[src/rtl/irq_pkg.sv]
package irq_pkg;

    localparam int DEF_N_EXT = 2;
    localparam int DEF_GRP_W = 3;
    localparam int DEF_N_PER = 3;
    localparam int REG_AW    = 3;
    localparam int REG_DW    = 8;

    typedef enum logic [REG_AW-1:0] {
        RA_CTRL  = 3'd0,
        RA_POL   = 3'd1,
        RA_GSEL  = 3'd2,
        RA_STAT  = 3'd3,
        RA_DATA0 = 3'd4
    } reg_addr_e;

    typedef struct packed {
        logic              en;
        logic              we;
        logic [REG_AW-1:0] addr;
        logic [REG_DW-1:0] wdata;
    } reg_acc_t;

    function automatic logic [REG_AW-1:0] data_addr(input int idx);
        return REG_AW'(int'(RA_DATA0) + idx);
    endfunction

endpackage

[src/rtl/irq_sync.sv]
module irq_sync #(
    parameter int W = 1
) (
    input  logic         clk,
    input  logic         rst,
    input  logic [W-1:0] d,
    output logic [W-1:0] q
);
    logic [W-1:0] meta_q;

    always_ff @(posedge clk) begin
        if (rst) begin
            meta_q <= '0;
            q      <= '0;
        end else begin
            meta_q <= d;
            q      <= meta_q;
        end
    end
endmodule

[src/rtl/irq_edge_latch.sv]
module irq_edge_latch (
    input  logic clk,
    input  logic rst,
    input  logic lvl,
    input  logic rise_sel,
    input  logic gate,
    input  logic clr,
    output logic pend
);
    logic prev_q;
    logic held_q;
    logic hit;

    // compare current synchronized sample against the previous one
    always_comb hit = rise_sel ? (lvl & ~prev_q) : (~lvl & prev_q);

    always_ff @(posedge clk) begin
        if (rst) begin
            prev_q <= 1'b0;
            held_q <= 1'b0;
        end else begin
            prev_q <= lvl;
            if (hit)      held_q <= 1'b1;
            else if (clr) held_q <= 1'b0;
        end
    end

    assign pend = held_q & gate;
endmodule

[src/rtl/irq_regs.sv]
module irq_regs
    import irq_pkg::*;
#(
    parameter int N_XSRC = DEF_N_EXT + 1,
    parameter int GRP_W  = DEF_GRP_W,
    parameter int N_PER  = DEF_N_PER
) (
    input  logic              clk,
    input  logic              rst,
    input  reg_acc_t          acc,
    input  logic [N_PER-1:0]  evt,
    output logic [REG_DW-1:0] rdata,
    output logic [N_PER-1:0]  en_q,
    output logic [N_XSRC-1:0] pol_q,
    output logic [GRP_W-1:0]  gsel_q,
    output logic [N_PER-1:0]  flag_q
);
    logic [N_PER-1:0] armed_q;
    logic [N_PER-1:0] seq_clr;
    logic [N_PER-1:0] flag_d;
    logic             stat_rd;
    logic             stat_wr;
    logic             unused_wdata;

    assign unused_wdata = ^acc.wdata;

    always_comb begin
        stat_rd = acc.en && !acc.we && (acc.addr == RA_STAT);
        stat_wr = acc.en &&  acc.we && (acc.addr == RA_STAT);
        for (int j = 0; j < N_PER; j++) begin
            seq_clr[j] = acc.en && (acc.addr == data_addr(j)) && armed_q[j];
        end
        flag_d = flag_q;
        if (stat_wr) flag_d = flag_q & acc.wdata[N_PER-1:0];
        // a new event in the same cycle wins over any clear
        flag_d = (flag_d & ~seq_clr) | evt;
    end

    always_ff @(posedge clk) begin
        if (rst) begin
            en_q    <= '0;
            pol_q   <= '0;
            gsel_q  <= '0;
            flag_q  <= '0;
            armed_q <= '0;
        end else begin
            flag_q <= flag_d;
            if (acc.en) armed_q <= stat_rd ? flag_q : '0;
            if (acc.en && acc.we) begin
                case (acc.addr)
                    RA_CTRL: en_q   <= acc.wdata[N_PER-1:0];
                    RA_POL:  pol_q  <= acc.wdata[N_XSRC-1:0];
                    RA_GSEL: gsel_q <= acc.wdata[GRP_W-1:0];
                    default: ;
                endcase
            end
        end
    end

    always_comb begin
        case (acc.addr)
            RA_CTRL: rdata = REG_DW'(en_q);
            RA_POL:  rdata = REG_DW'(pol_q);
            RA_GSEL: rdata = REG_DW'(gsel_q);
            RA_STAT: rdata = REG_DW'(flag_q);
            default: rdata = '0;
        endcase
    end
endmodule

[src/rtl/irq_arbiter.sv]
module irq_arbiter #(
    parameter int N_SRC = 6,
    parameter int VEC_W = $clog2(N_SRC)
) (
    input  logic             clk,
    input  logic             rst,
    input  logic [N_SRC-1:0] elig,
    input  logic             gmask,
    input  logic             ack,
    input  logic             iret,
    output logic             req,
    output logic [VEC_W-1:0] vec,
    output logic             in_svc
);
    localparam int PAD = 1 << VEC_W;

    logic [PAD-1:0]   elig_pad;
    logic             win_hit;
    logic [VEC_W-1:0] win_idx;
    logic             busy_q;
    logic             svc_q;
    logic [VEC_W-1:0] vec_q;
    logic             held_ok;

    assign elig_pad = PAD'(elig);

    always_comb begin
        win_hit = 1'b0;
        win_idx = '0;
        for (int i = N_SRC - 1; i >= 0; i--) begin
            if (elig[i]) begin
                win_hit = 1'b1;
                win_idx = VEC_W'(i);
            end
        end
    end

    assign held_ok = elig_pad[vec_q];
    assign req     = busy_q & held_ok;
    assign vec     = vec_q;
    assign in_svc  = svc_q;

    always_ff @(posedge clk) begin
        if (rst) begin
            busy_q <= 1'b0;
            svc_q  <= 1'b0;
            vec_q  <= '0;
        end else begin
            if (iret) svc_q <= 1'b0;
            if (ack && req) begin
                svc_q  <= 1'b1;
                busy_q <= 1'b0;
            end else if (busy_q && !held_ok) begin
                busy_q <= 1'b0;
            end else if (!busy_q && win_hit && !gmask && !svc_q) begin
                busy_q <= 1'b1;
                vec_q  <= win_idx;
            end
        end
    end
endmodule

[src/rtl/irq_ctrl_top.sv]
module irq_ctrl_top
    import irq_pkg::*;
#(
    parameter int  N_EXT = DEF_N_EXT,
    parameter int  GRP_W = DEF_GRP_W,
    parameter int  N_PER = DEF_N_PER,
    localparam int VEC_W = $clog2(N_EXT + 1 + N_PER)
) (
    input  logic              clk,
    input  logic              rst,
    input  logic [N_EXT-1:0]  ext_pin,
    input  logic [GRP_W-1:0]  grp_pin,
    input  logic [N_PER-1:0]  periph_evt,
    input  logic              gmask,
    input  logic              irq_ack,
    input  logic              irq_iret,
    input  logic              reg_en,
    input  logic              reg_we,
    input  logic [REG_AW-1:0] reg_addr,
    input  logic [REG_DW-1:0] reg_wdata,
    output logic [REG_DW-1:0] reg_rdata,
    output logic              irq_req,
    output logic [VEC_W-1:0]  irq_vec,
    output logic              irq_wake
);
    localparam int N_XSRC = N_EXT + 1;
    localparam int N_SRC  = N_XSRC + N_PER;

    reg_acc_t          acc;
    logic [N_EXT-1:0]  d_sync;
    logic [GRP_W-1:0]  g_sync;
    logic [N_PER-1:0]  en_q;
    logic [N_XSRC-1:0] pol_q;
    logic [GRP_W-1:0]  gsel_q;
    logic [N_PER-1:0]  flag_q;
    logic              grp_ok;
    logic [N_XSRC-1:0] ext_lvl;
    logic [N_XSRC-1:0] ext_gate;
    logic [N_XSRC-1:0] ext_pend;
    logic [N_SRC-1:0]  elig;
    logic              in_svc;

    assign acc = '{en: reg_en, we: reg_we, addr: reg_addr, wdata: reg_wdata};

    irq_sync #(.W(N_EXT)) u_sync_d (.clk(clk), .rst(rst), .d(ext_pin), .q(d_sync));
    irq_sync #(.W(GRP_W)) u_sync_g (.clk(clk), .rst(rst), .d(grp_pin), .q(g_sync));

    irq_regs #(.N_XSRC(N_XSRC), .GRP_W(GRP_W), .N_PER(N_PER)) u_regs (
        .clk(clk), .rst(rst), .acc(acc), .evt(periph_evt), .rdata(reg_rdata),
        .en_q(en_q), .pol_q(pol_q), .gsel_q(gsel_q), .flag_q(flag_q)
    );

    // group level is high only when every selected pin is high
    assign grp_ok   = &(g_sync | ~gsel_q);
    assign ext_lvl  = {grp_ok, d_sync};
    assign ext_gate = {grp_ok, {N_EXT{1'b1}}};

    for (genvar k = 0; k < N_XSRC; k++) begin : g_ext
        logic ack_clr;
        assign ack_clr = irq_ack && irq_req && (irq_vec == VEC_W'(k));
        irq_edge_latch u_lat (
            .clk(clk), .rst(rst), .lvl(ext_lvl[k]), .rise_sel(pol_q[k]),
            .gate(ext_gate[k]), .clr(ack_clr), .pend(ext_pend[k])
        );
    end

    assign elig     = {flag_q & en_q, ext_pend};
    assign irq_wake = |ext_pend;

    irq_arbiter #(.N_SRC(N_SRC), .VEC_W(VEC_W)) u_arb (
        .clk(clk), .rst(rst), .elig(elig), .gmask(gmask), .ack(irq_ack),
        .iret(irq_iret), .req(irq_req), .vec(irq_vec), .in_svc(in_svc)
    );
endmodule

[config.mk]
export PLATFORM = sky130hd
export DESIGN_NAME = irq_ctrl_top
export DESIGN_NICKNAME = d
export VERILOG_FILES = /design/src/rtl/irq_pkg.sv /design/src/rtl/irq_sync.sv /design/src/rtl/irq_edge_latch.sv /design/src/rtl/irq_regs.sv /design/src/rtl/irq_arbiter.sv /design/src/rtl/irq_ctrl_top.sv
export SDC_FILE = /design/constraint.sdc
export NUM_CORES = 1
export LEC_CHECK = 0
export ABC_AREA = 1
export ABC_CLOCK_PERIOD_IN_PS = 1550
export BUFFER_PORTS_ARGS = -buffer_cell sky130_fd_sc_hd__buf_2
export CORE_MARGIN = 2
export CORE_UTILIZATION = 44
export DETAILED_ROUTE_END_ITERATION = 8
export PLACE_DENSITY = 0.65
export SLEW_MARGIN = 20
export SYNTH_ARGS = -nofsm -noshare
export SYNTH_HDL_FRONTEND = slang
export SYNTH_SLANG_ARGS = --single-unit
[constraint.sdc]
create_clock -name clk -period 1.55 [get_ports clk]
set_input_delay 0.155 -clock clk [delete_from_list [all_inputs] [get_ports clk]]
set_output_delay 0.155 -clock clk [all_outputs]
set_load 0.005 [all_outputs]
# Yosys cells after proc, flatten, opt, wreduce, memory -nomap -nowiden
# Cells that the tools add are included.
word_totals:
  regBits: 36
  latch_bits: 0
  ram_bits: 0
  rom_bits: 0
  inputBits: 26
  out_inout_bits: 13
  elab_cells: 114
  memories: 0
op_classes:
  addsub: 0
  multipliers: 0
  n_div: 0
  magnitude_cmp: 1
  n_eq_ne: 8
  shift: 0
  mux: 28
  bitwise_logic: 23
  reduce_logical: 36
ops:
  columns: ["op", "n"]
  rows:
  - ["$mux W3", 8]
  - ["$logic_and A1 B1 Y1", 18]
  - ["$mux W1", 18]
  - ["$pmux W3 S4", 1]
  - ["$and A3 B3 Y3", 3]
  - ["$eq A3 B2 Y1 const B", 3]
  - ["$eq A3 B3 Y1 const B", 3]
  - ["$and A1 B1 Y1", 8]
  - ["$not A1 Y1", 8]
  - ["$reduce_bool A2 Y1", 4]
  - ["$eq A3 B1 Y1 const B", 2]
  - ["$logic_not A3 Y1", 2]
  - ["$not A3 Y3", 2]
  - ["$or A3 B3 Y3", 2]
  - ["$reduce_and A2 Y1", 3]
  - ["$reduce_and A3 Y1", 2]
  - ["$reduce_or A3 Y1", 2]
  - ["$logic_not A1 Y1", 5]
  - ["$lt A3 B4 Y1 const B", 1]
  - ["$bmux W1 S3", 1]

# Logic depth before layout (Yosys ltp)
depth:
  depth_word: 11
  mapped_depth: 11
  ltp_nobuf: 11

# By module
# Synthesis repeated with hierarchy kept, for this count alone.
unflattened:
  hier_cells: 275
  area_unflattened_um2: 1779.2
modules_own_cells:
  columns: ["mod", "instances", "cells_per_inst", "area_per_inst_um2", "seq_area_each_um2"]
  rows:
  - ["irq_regs", 1, 115, 767.0, 300.3]
  - ["irq_arbiter", 1, 53, 336.6, 100.1]
  - ["irq_edge_latch", 3, 16, 96.3, 40.0]
  - ["irq_sync at u_sync_g", 1, 18, 165.2, 120.1]
  - ["irq_ctrl_top", 1, 29, 111.4, 0.0]
  - ["irq_sync at u_sync_d", 1, 12, 110.1, 80.1]

# Worst setup path after synthesis
# OpenSTA, ideal clock, no wires.
synth_timing:
  path_type: "register -> register"
  from: "register u_arb.vec_q[0] (netlist: u_arb.vec[0])"
  to: "register g_ext[2].u_lat.held_q"
  setup_time_ns: 0.135
  arrival_time_ns: 1.037
  t_required_ns: 1.415
  slack_ns: 0.378
  stages_incl_launch_ff: 10
  path_buffers: 0
  period_less_slack_ns: 1.172
  path_cell_list: "dfxtp_1 > inv_2 > nor2_1 > a21oi_1 > o21ai_1 > nand2_2 > inv_1 > nand4_1 > nand2_1 > a21oi_1"
synth_via:
  elab_chain_cells: 6
  word_cells_on_any_way: 7
  classes_between: "eq/ne: 1; mux: 2; bitwise: 1; reduce/logical: 3"
synth_rtl:
  columns: ["item", "line", "source"]
  rows:
  - ["start, declared", "irq_arbiter.sv:22", "logic [VEC_W-1:0] vec_q;"]
  - ["start signal, assigned", "irq_arbiter.sv:57", "vec_q <= win_idx;"]
  - ["$bmux W1 S3", "irq_arbiter.sv:38", "assign held_ok = elig_pad[vec_q];"]
  - ["$mux W1 (not written as such)", "irq_arbiter.sv:38", null]
  - ["$and A1 B1 Y1", "irq_arbiter.sv:39", "assign req = busy_q & held_ok;"]
  - ["$logic_and A1 B1 Y1", "irq_ctrl_top.sv:60", "assign ack_clr = irq_ack && irq_req && (irq_vec == VEC_W'(k));"]
  - ["$logic_and A1 B1 Y1 (*)", "irq_ctrl_top.sv:60", null]
  - ["$reduce_bool A2 Y1 (no source line) (*)", null, null]
  - ["end signal, assigned", "irq_edge_latch.sv:20", "held_q <= 1'b0;"]
  - ["end signal, assigned", "irq_edge_latch.sv:23", "if (hit) held_q <= 1'b1;"]
  - ["end signal, assigned", "irq_edge_latch.sv:24", "else if (clr) held_q <= 1'b0;"]
  - ["end, declared", "irq_edge_latch.sv:11", "logic held_q;"]
# Mark *: on every way between the ends. The rest lies on a longest branch, timed or not. The select of a mux whose other input is x is not followed.
# A chain may end at the register's enable or synchronous reset.

# Worst setup path after layout
layout_timing:
  from: "register u_arb.vec_q[1] (netlist: u_arb.vec[1])"
  to: "output irq_req"
layout_via:
  elab_chain_cells: 3
layout_rtl:
  columns: ["item", "line", "source"]
  rows:
  - ["$bmux W1 S3", "irq_arbiter.sv:38", null]
  - ["$mux W1 (not written as such)", "irq_arbiter.sv:38", null]
  - ["$and A1 B1 Y1", "irq_arbiter.sv:39", null]
  - ["end, declared", "irq_ctrl_top.sv:22", "output logic irq_req,"]
# No other way between the ends. The select of a mux whose other input is x is not followed.

==> results.py <==
metrics = {
    "global_routing": {
        "gr-total-overflow": 0,
        "grt_start_max_net_pins": 37,
        "antenna_found_initial": 0,
        "grt_pass1_wl_mm": 5.70,
        "grt_usage": 0.171,
        "grt_pass1_vias": 1381,
    },
    "timing": {
        "finalMaxSlewViolations": 0,
        "layout_min_cycle_time_ps": 1530,
        "period_share": 0.989,
        "fmax_mhz": 652,
        "grt_setup_unrepaired": "true",
        "fin_tns_setup_ps": 0,
        "finalSetupViolCount": 0,
        "fin_skew_ps": 8.57,
        "hold_viol_final": 0,
    },
    "worst_setup_path": {
        "cpLargestDelayFamily": "flip-flops",
        "cp_data_arrival_time_ps": 1380,
        "cp_slowest_cell": "dfxtp_4",
        "required_ps": 1390,
        "worst-r2r-setup-slack_ps": 180,
        "r2r-end": "u_arb.vec[1]",
        "cp_slowest_stage_delay_ps": 370,
        "path_cells": "nor2_1 -> inv_1 -> o21ai_1 -> nand2_2 -> a21oi_4 -> buf_2",
        "r2r_cells": 9,
        "crit_type": "flop to output pin",
        "r2r-start": "u_regs.gsel_q[1]",
        "crit_buf_inv": 2,
        "cp-start-kind": "flop",
        "endpoint_kind": "output pin",
        "path_max_fanout": 7,
    },
    "hold_path": {
        "worstHoldPathType": "input pin to flop",
        "holdPathStages": 3,
        "hold_start": "ext_pin[0]",
        "hold_end": "u_sync_d.meta_q[0]",
    },
    "place": {
        "dpl.hpwl_mm": 2.55,
        "port_buffers": 28,
        "gp_congestion": 0.882,
    },
    "logic_synthesis": {
        "synth_area_leaders": "dfxtp_1, inv_1, nand2_1, nor2_1, a21oi_1",
        "synth_common_cells": "inv_1, nand2_1, dfxtp_1",
        "syn_area_um2": 1700,
        "async_flop_share": 0,
        "synth-seq-cells": 36,
        "ys.warnings.count": 0,
        "yosysTopAreaCell": "dfxtp_1",
        "syn-instance-count": 238,
        "synth.top_cell.area_share": 0.423,
        "yosysMostFrequentCell": "inv_1",
        "synth_ff_type": "dfxtp_1",
        "yosysSeqAreaShare": 0.423,
        "syn_avg_cell_area_um2": 7.16,
        "synth_cell_type_count": 31,
        "synth_edf_count": 0,
    },
    "floorplanning": {
        "die_area_um2": 4390,
        "die_w_um": 66.2,
        "row_count": 22,
        "floorplan.initialDensity": 0.462,
        "core_area_um2": 3690,
        "fp.dieH_um": 66.2,
        "ioPinCount": 39,
    },
    "final_layout": {
        "drive_above_1_share": 0.257,
        "syn_to_final_growth_pct": 18.1,
        "final_util": 0.545,
        "final_nets": 297,
        "antenna_cells": 0,
    },
    "pwr": {
        "switchingPower_uw": 460,
        "power.internal_uw": 1400,
        "p_per_area_nw_per_um2": 922,
        "clkPwrFrac": 0.365,
        "sw_frac_of_total": 0.248,
        "combPwrFrac": 0.107,
        "p_leak_uw": 0.000930,
        "irDropWorstVdd_v": 0.000725,
        "pwr-share-seq": 0.528,
    },
    "drt": {
        "ant_nets": 0,
        "wirelength_mm": 3.33,
        "num_vias": 1518,
        "initialDrtViolationCount": 58,
        "wire_per_inst_um": 10.4,
        "dr.pass1.iters": 4,
        "via_per_inst": 4.74,
        "drcViolationCount": 0,
    },
    "cts": {
        "worst_skew_pair.late_latency_ps": 290,
        "cts_num_sinks": 36,
        "h-tree-depth": 2,
        "numCtsBuffers": 5,
        "root_buffer": "clkbuf_8",
        "clk_path_buf_depth": 2,
        "ctsHoldBuffers": 0,
        "path_clk_slew_ps": 70,
        "cts_tree": "done",
    },
    "run": {
        "drv_cap": 0,
    },
    "outcome": {
        "status": "complete, no violations",
    },
}
[power groups by stage]
| stage | sequential [uW] | clock, uW | combinational, uW |
|---|---|---|---|
| 2_1_floorplan | 997 | 0 | 136 |
| 3_3_place_gp | 1000 | 0 | 193 |
| 3_5_place_dp | 1000 | 0 | 194 |
| 4_1_cts | 982 | 703 | 197 |
| 5_1_grt | 984 | 748 | 228 |
| 6_report | 981 | 677 | 198 |
[how the worst max path moves through the flow]
| stage | startpoint | end | slack, ps | depth (start not counted) |
|---|---|---|---|---|
| 2_1_floorplan | u_arb.vec[0] | g_ext[2].u_lat.held_q | 380 | 9 |
| 3_3_place_gp | u_sync_g.q[0] | g_ext[2].u_lat.held_q | 250 | 11 |
| 4_1_cts | u_sync_g.q[0] | irq_req | -3 | 9 |
| 6_report | u_arb.vec[1] | irq_req | 20 | 6 |
| 5_1_grt | u_sync_g.q[0] | irq_req | -80 | 9 |
| 3_5_place_dp | u_sync_g.q[0] | g_ext[2].u_lat.held_q | 240 | 11 |
[layer usage]
layer	wire length (um)	global-route usage
met5	0	0
met4	19	0.0612
met3	175	0.0613
met2	1540	0.284
met1	1600	0.203
[placed cells by master, fill, tap and decap left out, drive strengths merged]
master    synthesis  final
a211oi            7      7
a21oi            21     21
a221oi            1      1
a22oi             1      1
buf               8     31
clkbuf            1      7
clkinvlp          0      1
conb              1      5
dfxtp            36     36
inv              51     51
nand2            47     47
nand3             9      9
nand4             5      5
nor2             32     32
nor3              5      5
o2111ai           1      1
o211ai            3      3
o21ai             5      5
o221ai            3      3
or2               1      1
[area by class of cell]
cell class	count	area, um2
multi-input cells	146	769
clock inverters	1	7.51
flip-flops and latches	36	732
well taps	48	60.1
clock buffers	7	86.3
inverters	51	194
fillers	396	1680
repair buffers	31	163
[per-stage QoR]
step	hold slack, ps	instances	setup WS (ps)	area [um2]	total power, uW
2_1_floorplan	262	242	378	1720	1130
3_3_place_gp	353	310	250	1870	1190
5_1_grt	57.8	320	-79.2	2010	1960
3_5_place_dp	362	310	236	1870	1200
6_report	65.4	320	16.5	2010	1860
4_1_cts	57.3	319	-3.30	1980	1880
[state kept, by name (all words and copies together), names as in the netlist]
name / cells
u_sync_g.q: 3
u_regs.pol_q: 3
u_regs.gsel_q: 3
u_sync_d.q: 2
u_regs.armed_q: 3
u_arb.busy_q: 1
u_regs.flag_q: 3
u_regs.en_q: 3
u_sync_g.meta_q: 3
g_ext.u_lat.prev_q: 3
u_arb.vec: 3
g_ext.u_lat.held_q: 3
u_arb.in_svc: 1
u_sync_d.meta_q: 2
[repair_timing]
item                       4_1_cts  5_1_grt
setup buffers                    1        1
pin swaps                        1        5
resized for setup                4        9
setup endpoints to repair        1        2
[worst reg2reg max path, delay by kind of cell, from the launching register on]
| kind | cells | cell delay [ps] |
|---|---|---|
| AOI/OAI and AO/OA | 1 | 110 |
| DFF | 1 | 330 |
| and+or+nand+nor | 7 | 720 |
| buffers and inverters | 1 | 140 |
[cells by family after synthesis]
family / count (synthesis) / share of synthesized area
buffers and inverters: 60 / 0.143
and+or+nand+nor: 99 / 0.264
DFF: 36 / 0.423
other: 1 / 0.00220
AOI/OAI and AO/OA: 42 / 0.167
(Power assumes the default switching activity.)
